File: config.mk
export PLATFORM = sky130hd
export DESIGN_NAME = wake_timer
export DESIGN_NICKNAME = d
export VERILOG_FILES = /design/src/rtl/wake_timer_pkg.sv /design/src/rtl/wk_rate_map.sv /design/src/rtl/wk_prescaler.sv /design/src/rtl/wk_flag.sv /design/src/rtl/wake_timer.sv
export SDC_FILE = /design/constraint.sdc
export NUM_CORES = 1
export LEC_CHECK = 0
export ABC_CLOCK_PERIOD_IN_PS = 3800
export BUFFER_PORTS_ARGS = -buffer_cell sky130_fd_sc_hd__buf_2
export CAP_MARGIN = 20
export CORE_AREA = 5 5 52 54
export CTS_CLUSTER_DIAMETER = 200
export DETAILED_ROUTE_END_ITERATION = 8
export DIE_AREA = 0 0 57 59
export GPL_TIMING_DRIVEN = 1
export PLACE_DENSITY = 0.88
export SYNTH_ARGS = -nofsm -noshare
export SYNTH_HDL_FRONTEND = slang
export SYNTH_HIERARCHICAL = 1
export SYNTH_SLANG_ARGS = --single-unit
export TNS_END_PERCENT = 10
File: constraint.sdc
create_clock -name clk -period 3.8 [get_ports clk]
set_clock_uncertainty 0.1 [all_clocks]
set_input_delay 0.76 -clock clk [delete_from_list [all_inputs] [get_ports clk]]
set_output_delay 0.76 -clock clk [all_outputs]
set_load 0.01 [all_outputs]
File: src/rtl/wake_timer_pkg.sv
// Package: shared definitions for the periodic wakeup timer.
// Assumes: a rate code of 1 maps to 2**base strobes, and a code k >= 2
// maps to 2**(base+k) strobes.
package wake_timer_pkg;

    typedef enum logic {
        SRC_INT = 1'b0,
        SRC_EXT = 1'b1
    } wk_src_e;

    // Period exponent for a rate code; code 0 is unused (timer off).
    function automatic int unsigned period_log2(input int unsigned code,
                                                input int unsigned base);
        if (code == 0) begin
            return 0;
        end else if (code == 1) begin
            return base;
        end
        return base + code;
    endfunction

endpackage

File: src/rtl/wk_rate_map.sv
// Module: wk_rate_map
// Maps the registered rate code and source to a terminal count (period-1).
// Builds one terminal-count table per source from the package rule.
// Assumes: CNT_W can hold 2**(max exponent) - 1.
module wk_rate_map
    import wake_timer_pkg::*;
#(
    parameter int unsigned INT_LOG2 = 3,
    parameter int unsigned EXT_LOG2 = 8,
    parameter int unsigned CNT_W    = 15
) (
    input  logic [2:0]       code,
    input  logic             src,
    output logic [CNT_W-1:0] term,
    output logic             active
);

    localparam int unsigned NCODES = 8;

    logic [CNT_W-1:0] int_term [NCODES];
    logic [CNT_W-1:0] ext_term [NCODES];

    // Table entries, one per rate code, for both sources.
    for (genvar g = 0; g < NCODES; g++) begin : g_tab
        localparam int unsigned IL = period_log2(g, INT_LOG2);
        localparam int unsigned EL = period_log2(g, EXT_LOG2);
        localparam int unsigned IT = (g == 0) ? 0 : ((1 << IL) - 1);
        localparam int unsigned ET = (g == 0) ? 0 : ((1 << EL) - 1);
        assign int_term[g] = CNT_W'(IT);
        assign ext_term[g] = CNT_W'(ET);
    end

    // Select the entry for the current code and source.
    always_comb begin
        term   = (src == SRC_EXT) ? ext_term[code] : int_term[code];
        active = (code != 3'b000);
    end

    // an active entry is one less than a power of two
    always_comb begin
        if (active) begin
            pow2_term_chk: assert ($countones({1'b0, term} + 1'b1) == 1);
        end
    end

endmodule

File: src/rtl/wk_prescaler.sv
// Module: wk_prescaler
// Counts strobes of the selected source up to the terminal count and
// gives a one-cycle expiry pulse, wrapping to zero on the same strobe.
// Assumes: cfg_change is high for one cycle when the setting changes.
module wk_prescaler #(
    parameter int unsigned CNT_W = 15
) (
    input  logic             clk,
    input  logic             rst_n,
    input  logic             tick,
    input  logic             active,
    input  logic             cfg_change,
    input  logic [CNT_W-1:0] term,
    output logic             expire
);

    localparam logic [CNT_W-1:0] ONE = {{(CNT_W-1){1'b0}}, 1'b1};

    logic [CNT_W-1:0] cnt;
    logic             at_term;

    // Terminal detection and expiry on a counted strobe.
    always_comb begin
        at_term = (cnt == term);
        expire  = tick && active && !cfg_change && at_term;
    end

    // Strobe counter with restart on a change, while off, and on wrap.
    always_ff @(posedge clk) begin
        if (!rst_n) begin
            cnt <= '0;
        end else if (cfg_change || !active) begin
            cnt <= '0;
        end else if (tick) begin
            cnt <= at_term ? '0 : cnt + ONE;
        end
    end


    restart_chk: assert property (@(posedge clk) disable iff (!rst_n)
        cfg_change |=> (cnt == '0));


    wrap_chk: assert property (@(posedge clk) disable iff (!rst_n)
        expire |=> (cnt == '0));


    idle_chk: assert property (@(posedge clk) disable iff (!rst_n)
        !active |=> (cnt == '0) && !expire);


    no_overflow_chk: assert property (@(posedge clk) disable iff (!rst_n)
        (active && !cfg_change) |-> (cnt <= term));

endmodule

File: src/rtl/wk_flag.sv
// Module: wk_flag
// Sticky period flag with acknowledge; expiry wins over a same-cycle ack.
// The interrupt request is the flag gated by the enable.
module wk_flag (
    input  logic clk,
    input  logic rst_n,
    input  logic expire,
    input  logic ack,
    input  logic irq_en,
    output logic flag,
    output logic irq
);

    // Set on expiry, hold until acknowledged.
    always_ff @(posedge clk) begin
        if (!rst_n) begin
            flag <= 1'b0;
        end else begin
            flag <= expire || (flag && !ack);
        end
    end

    // Gate the flag onto the request line.
    always_comb begin
        irq = flag && irq_en;
    end


    set_chk: assert property (@(posedge clk) disable iff (!rst_n)
        expire |=> flag);


    hold_chk: assert property (@(posedge clk) disable iff (!rst_n)
        (flag && !ack) |=> flag);


    clear_chk: assert property (@(posedge clk) disable iff (!rst_n)
        (ack && !expire) |=> !flag);


    no_spurious_chk: assert property (@(posedge clk) disable iff (!rst_n)
        (!flag && !expire) |=> !flag);

endmodule

File: src/rtl/wake_timer.sv
// Module: wake_timer (top)
// Periodic wakeup timer with a choice of two strobe sources and a 3-bit rate.
// Registers the source and rate internally. A change of either one
// restarts the count.
// Assumes: tick_int and tick_ext are one-cycle strobes already in the clk
// domain; rst_n is synchronous, active low.
module wake_timer
    import wake_timer_pkg::*;
#(
    parameter int unsigned INT_LOG2 = 3,
    parameter int unsigned EXT_LOG2 = 8
) (
    input  logic       clk,
    input  logic       rst_n,
    input  logic       tick_int,
    input  logic       tick_ext,
    input  logic       src_ext,
    input  logic [2:0] rate_sel,
    input  logic       ack,
    input  logic       irq_en,
    output logic       flag,
    output logic       irq
);

    localparam int unsigned MAX_LOG = (INT_LOG2 > EXT_LOG2) ? INT_LOG2 : EXT_LOG2;
    localparam int unsigned CNT_W   = MAX_LOG + 7;

    logic [2:0]       sel_q;
    wk_src_e          src_q;
    logic             cfg_change;
    logic             tick_sel;
    logic             active;
    logic             expire;
    logic [CNT_W-1:0] term;

    // Detect a new setting and pick the strobe of the held source.
    always_comb begin
        cfg_change = (rate_sel != sel_q) || (src_ext != src_q);
        tick_sel   = (src_q == SRC_EXT) ? tick_ext : tick_int;
    end

    // Hold the setting the counter is running under.
    always_ff @(posedge clk) begin
        if (!rst_n) begin
            sel_q <= 3'b000;
            src_q <= SRC_INT;
        end else if (cfg_change) begin
            sel_q <= rate_sel;
            src_q <= wk_src_e'(src_ext);
        end
    end

    wk_rate_map #(
        .INT_LOG2 (INT_LOG2),
        .EXT_LOG2 (EXT_LOG2),
        .CNT_W    (CNT_W)
    ) u_map (
        .code   (sel_q),
        .src    (src_q),
        .term   (term),
        .active (active)
    );

    wk_prescaler #(
        .CNT_W (CNT_W)
    ) u_pre (
        .clk        (clk),
        .rst_n      (rst_n),
        .tick       (tick_sel),
        .active     (active),
        .cfg_change (cfg_change),
        .term       (term),
        .expire     (expire)
    );

    wk_flag u_flag (
        .clk    (clk),
        .rst_n  (rst_n),
        .expire (expire),
        .ack    (ack),
        .irq_en (irq_en),
        .flag   (flag),
        .irq    (irq)
    );


    cfg_follow_chk: assert property (@(posedge clk) disable iff (!rst_n)
        cfg_change |=> (sel_q == $past(rate_sel)) && (src_q == wk_src_e'($past(src_ext))));


    src_gate_chk: assert property (@(posedge clk) disable iff (!rst_n)
        (!tick_sel) |-> !expire);

endmodule

==> metrics.yaml <==
syn-cell-area_sq_um: 1270
worst-path-max-fanout: 16
grtUsageMet3_pct: 5.01
min_path_type: "register to register"
p_switching_mw: 0.0960
met1_usage_pct: 19.2
cp.required_ns: 3.96
crit_arrival_ns: 2.79
worstMarginPinSlew_ns: 0.841
grt_max_degree: 17
yosysUniqueCellTypes: 36
cts_setup_buffers: 0
wl_per_cell_microns: 13.9
port_buffers: 11
grt_busiest_layer: "met2"
layout.cells.non_filler: 175
reg2reg_slack_ns: 1.17
clock_sinks: 20
tns_ns: 0
hold_ws_ns: 0.425
holdPathStages: 2
drive_above_1_share_pct: 21.1
wirelength_mm: 2.44
period_share_pct: 69.1
syn_inst: 142
yosysTopAreaCellShare_pct: 31.5
cts_resized: 0
hold_path.startpoint: "u_pre/cnt[14]$_SDFFE_PP0P_"
place_area_sq_um: 1290
grt_util_met2_pct: 27.6
critPathKind: "register to register"
clkPwrFrac_pct: 40.0
postSynthRegisterBits: 20
synth-edff-count: 0
drv_cap: 0
clkLatencyLatePin_ns: 0.31
cts_root_buffer: "clkbuf_4"
yosysSeqAreaShare_pct: 31.5
cellPowerDensity_nw_per_um2: 326
p_total_mw: 0.439
end_kind: "register"
cts_buffers: 3
clkTransAtPathRegs_ns: 0.12
rows: 17
r2r-start: "sel_q[1]$_SDFFE_PN0P_"
drcViolationCount: 0
seq_power_share_pct: 49.7
dieArea_sq_um: 3360
fillCellCount: 188
synthTopCellsByArea: "dfxtp_1 31%, xnor2_1 16%, nand4_1 5.9%"
worst_setup_path_start_kind: "register"
yosys_warnings: 6
ctsHoldBuffers: 0
antenna-diode-count: 0
die_x_microns: 57
ir_worst_vdd_mv: 0.287
r2r-end: "u_flag/flag$_SDFF_PN0_"
cts.path.max_buffers: 2
grt.total_usage_pct: 16.3
hold_violations: 0
pre_cts_ws_ns: 1.19
synthArstFlopShare_pct: 0
drt_iter0_drc: 19
syn_nets: 153
synth_most_common_cell: "xnor2_1"
cts_tree: "yes"
dp_cells: 171
start_util_pct: 58.6
ys.flop_type: "dfxtp_1"
r2r_cells: 7
period_minus_slack_ns: 2.63
synthToLayoutAreaGrowth_pct: 5.91
status: "completed"
p_int_mw: 0.343
clock.fmax_mhz: 381
dp.final_hpwl_mm: 1.78
grt-ovfl-total: 0
power_frac_comb_pct: 10.3
synth_commonest_cells: "23 x xnor2_1, 20 x dfxtp_1, 12 x nand4_1, 12 x nor3_1, 10 x nand2_1"
slew_headroom_pct: 43.5
grt_pass1_wl_mm: 4.25
htreeDepth: 1
nets: 159
synth_largest_area_cell: "dfxtp_1"
ant_nets: 0
finalMaxSlewViolations: 0
rsz0062_at_grt: "false"
die_y_microns: 59
vias: 1008
synth.avg_cell_area_sq_um: 8.95
gp_congestion: 0.926
final_area_sq_um: 1350
worst_slack_ns: 1.17
first_global_vias: 958
firstDrtPassIters: 4
p_sw_share_pct: 21.9
core_sq_um: 2170
power_leakage_nw: 0.450
ios: 12
antenna_found_initial: 0
vias_per_cell: 5.76
finalSetupViolCount: 0
worstHoldEndpoint: "u_pre/cnt[14]$_SDFFE_PP0P_"
post-route-util_pct: 62.1
## how the worst max path moves through the flow
stage / slack [ns] / end / startpoint
after global routing: 0.96 / u_flag/flag$_SDFF_PN0_ / sel_q[0]$_SDFFE_PN0P_
final: 1.17 / u_flag/flag$_SDFF_PN0_ / sel_q[1]$_SDFFE_PN0P_
after detailed placement: 1.19 / u_flag/flag$_SDFF_PN0_ / sel_q[1]$_SDFFE_PN0P_
after CTS: 1.18 / u_flag/flag$_SDFF_PN0_ / sel_q[1]$_SDFFE_PN0P_
after floorplan: 1.56 / u_pre/cnt[10]$_SDFFE_PP0P_ / sel_q[2]$_SDFFE_PN0P_
after global placement: 1.29 / u_flag/flag$_SDFF_PN0_ / sel_q[1]$_SDFFE_PN0P_
## power groups by stage
stage / logic [mW] / clock network [mW] / registers, mW
2_1_floorplan: 0.0425 / 0 / 0.220
3_3_place_gp: 0.0437 / 0 / 0.222
3_5_place_dp: 0.0449 / 0 / 0.223
4_1_cts: 0.0451 / 0.182 / 0.218
5_1_grt: 0.0499 / 0.190 / 0.219
6_report: 0.0450 / 0.175 / 0.218
## kinds of logic (layout without fill, tap and decap cells)
group	after synthesis	count (layout)	synth area share, %
simple gates	65	65	31.8
flops	20	20	31.5
fa+ha+maj	2	2	1.87
mux	2	2	1.97
compound gates	14	14	7.58
xor+xnor	29	29	20.0
buf+inv	10	15	5.31
## critical path, stage by stage, from the launching register on
cell and delay, ns:
dfxtp_1 0.42, or2_4 0.28, maj3_2 0.31, xnor2_1 0.13
nand4_1 0.16, nor4_4 0.79, and3b_1 0.27, o21a_1 0.11
## cells in the final DEF (no fill, tap or decap), drive strengths merged, types with 4 or more instances in the layout
cell type   n
nor3       12
xnor2      23
xor2        6
nand2      10
buf        11
nand4      13
nor2        4
o21ai       4
and2        7
a211oi      4
or3         5
dfxtp      20
## registers in the layout, indices dropped and copies added, names as in the netlist
register	count
sel_q	3
u_pre/cnt	15
src_q	1
u_flag/flag	1
## routing by layer
layer  routed length [microns]  up-vias
met2                      1170       24
met3                       144        6
li1                          -      509
met4                        52        0
met1                      1070      469
met5                         0        -
## cell type report
cell class                      instances  area [sq um]  share of cell area, %
Sequential cell                        20           400                   29.7
Tap cell                               28          35.0                   2.60
Multi-Input combinational cell        112           803                   59.7
Clock inverter                          1          30.0                   2.23
Clock buffer                            3          22.5                   1.67
Timing Repair Buffer                   11          55.1                   4.09
(Power assumes the default switching activity.)
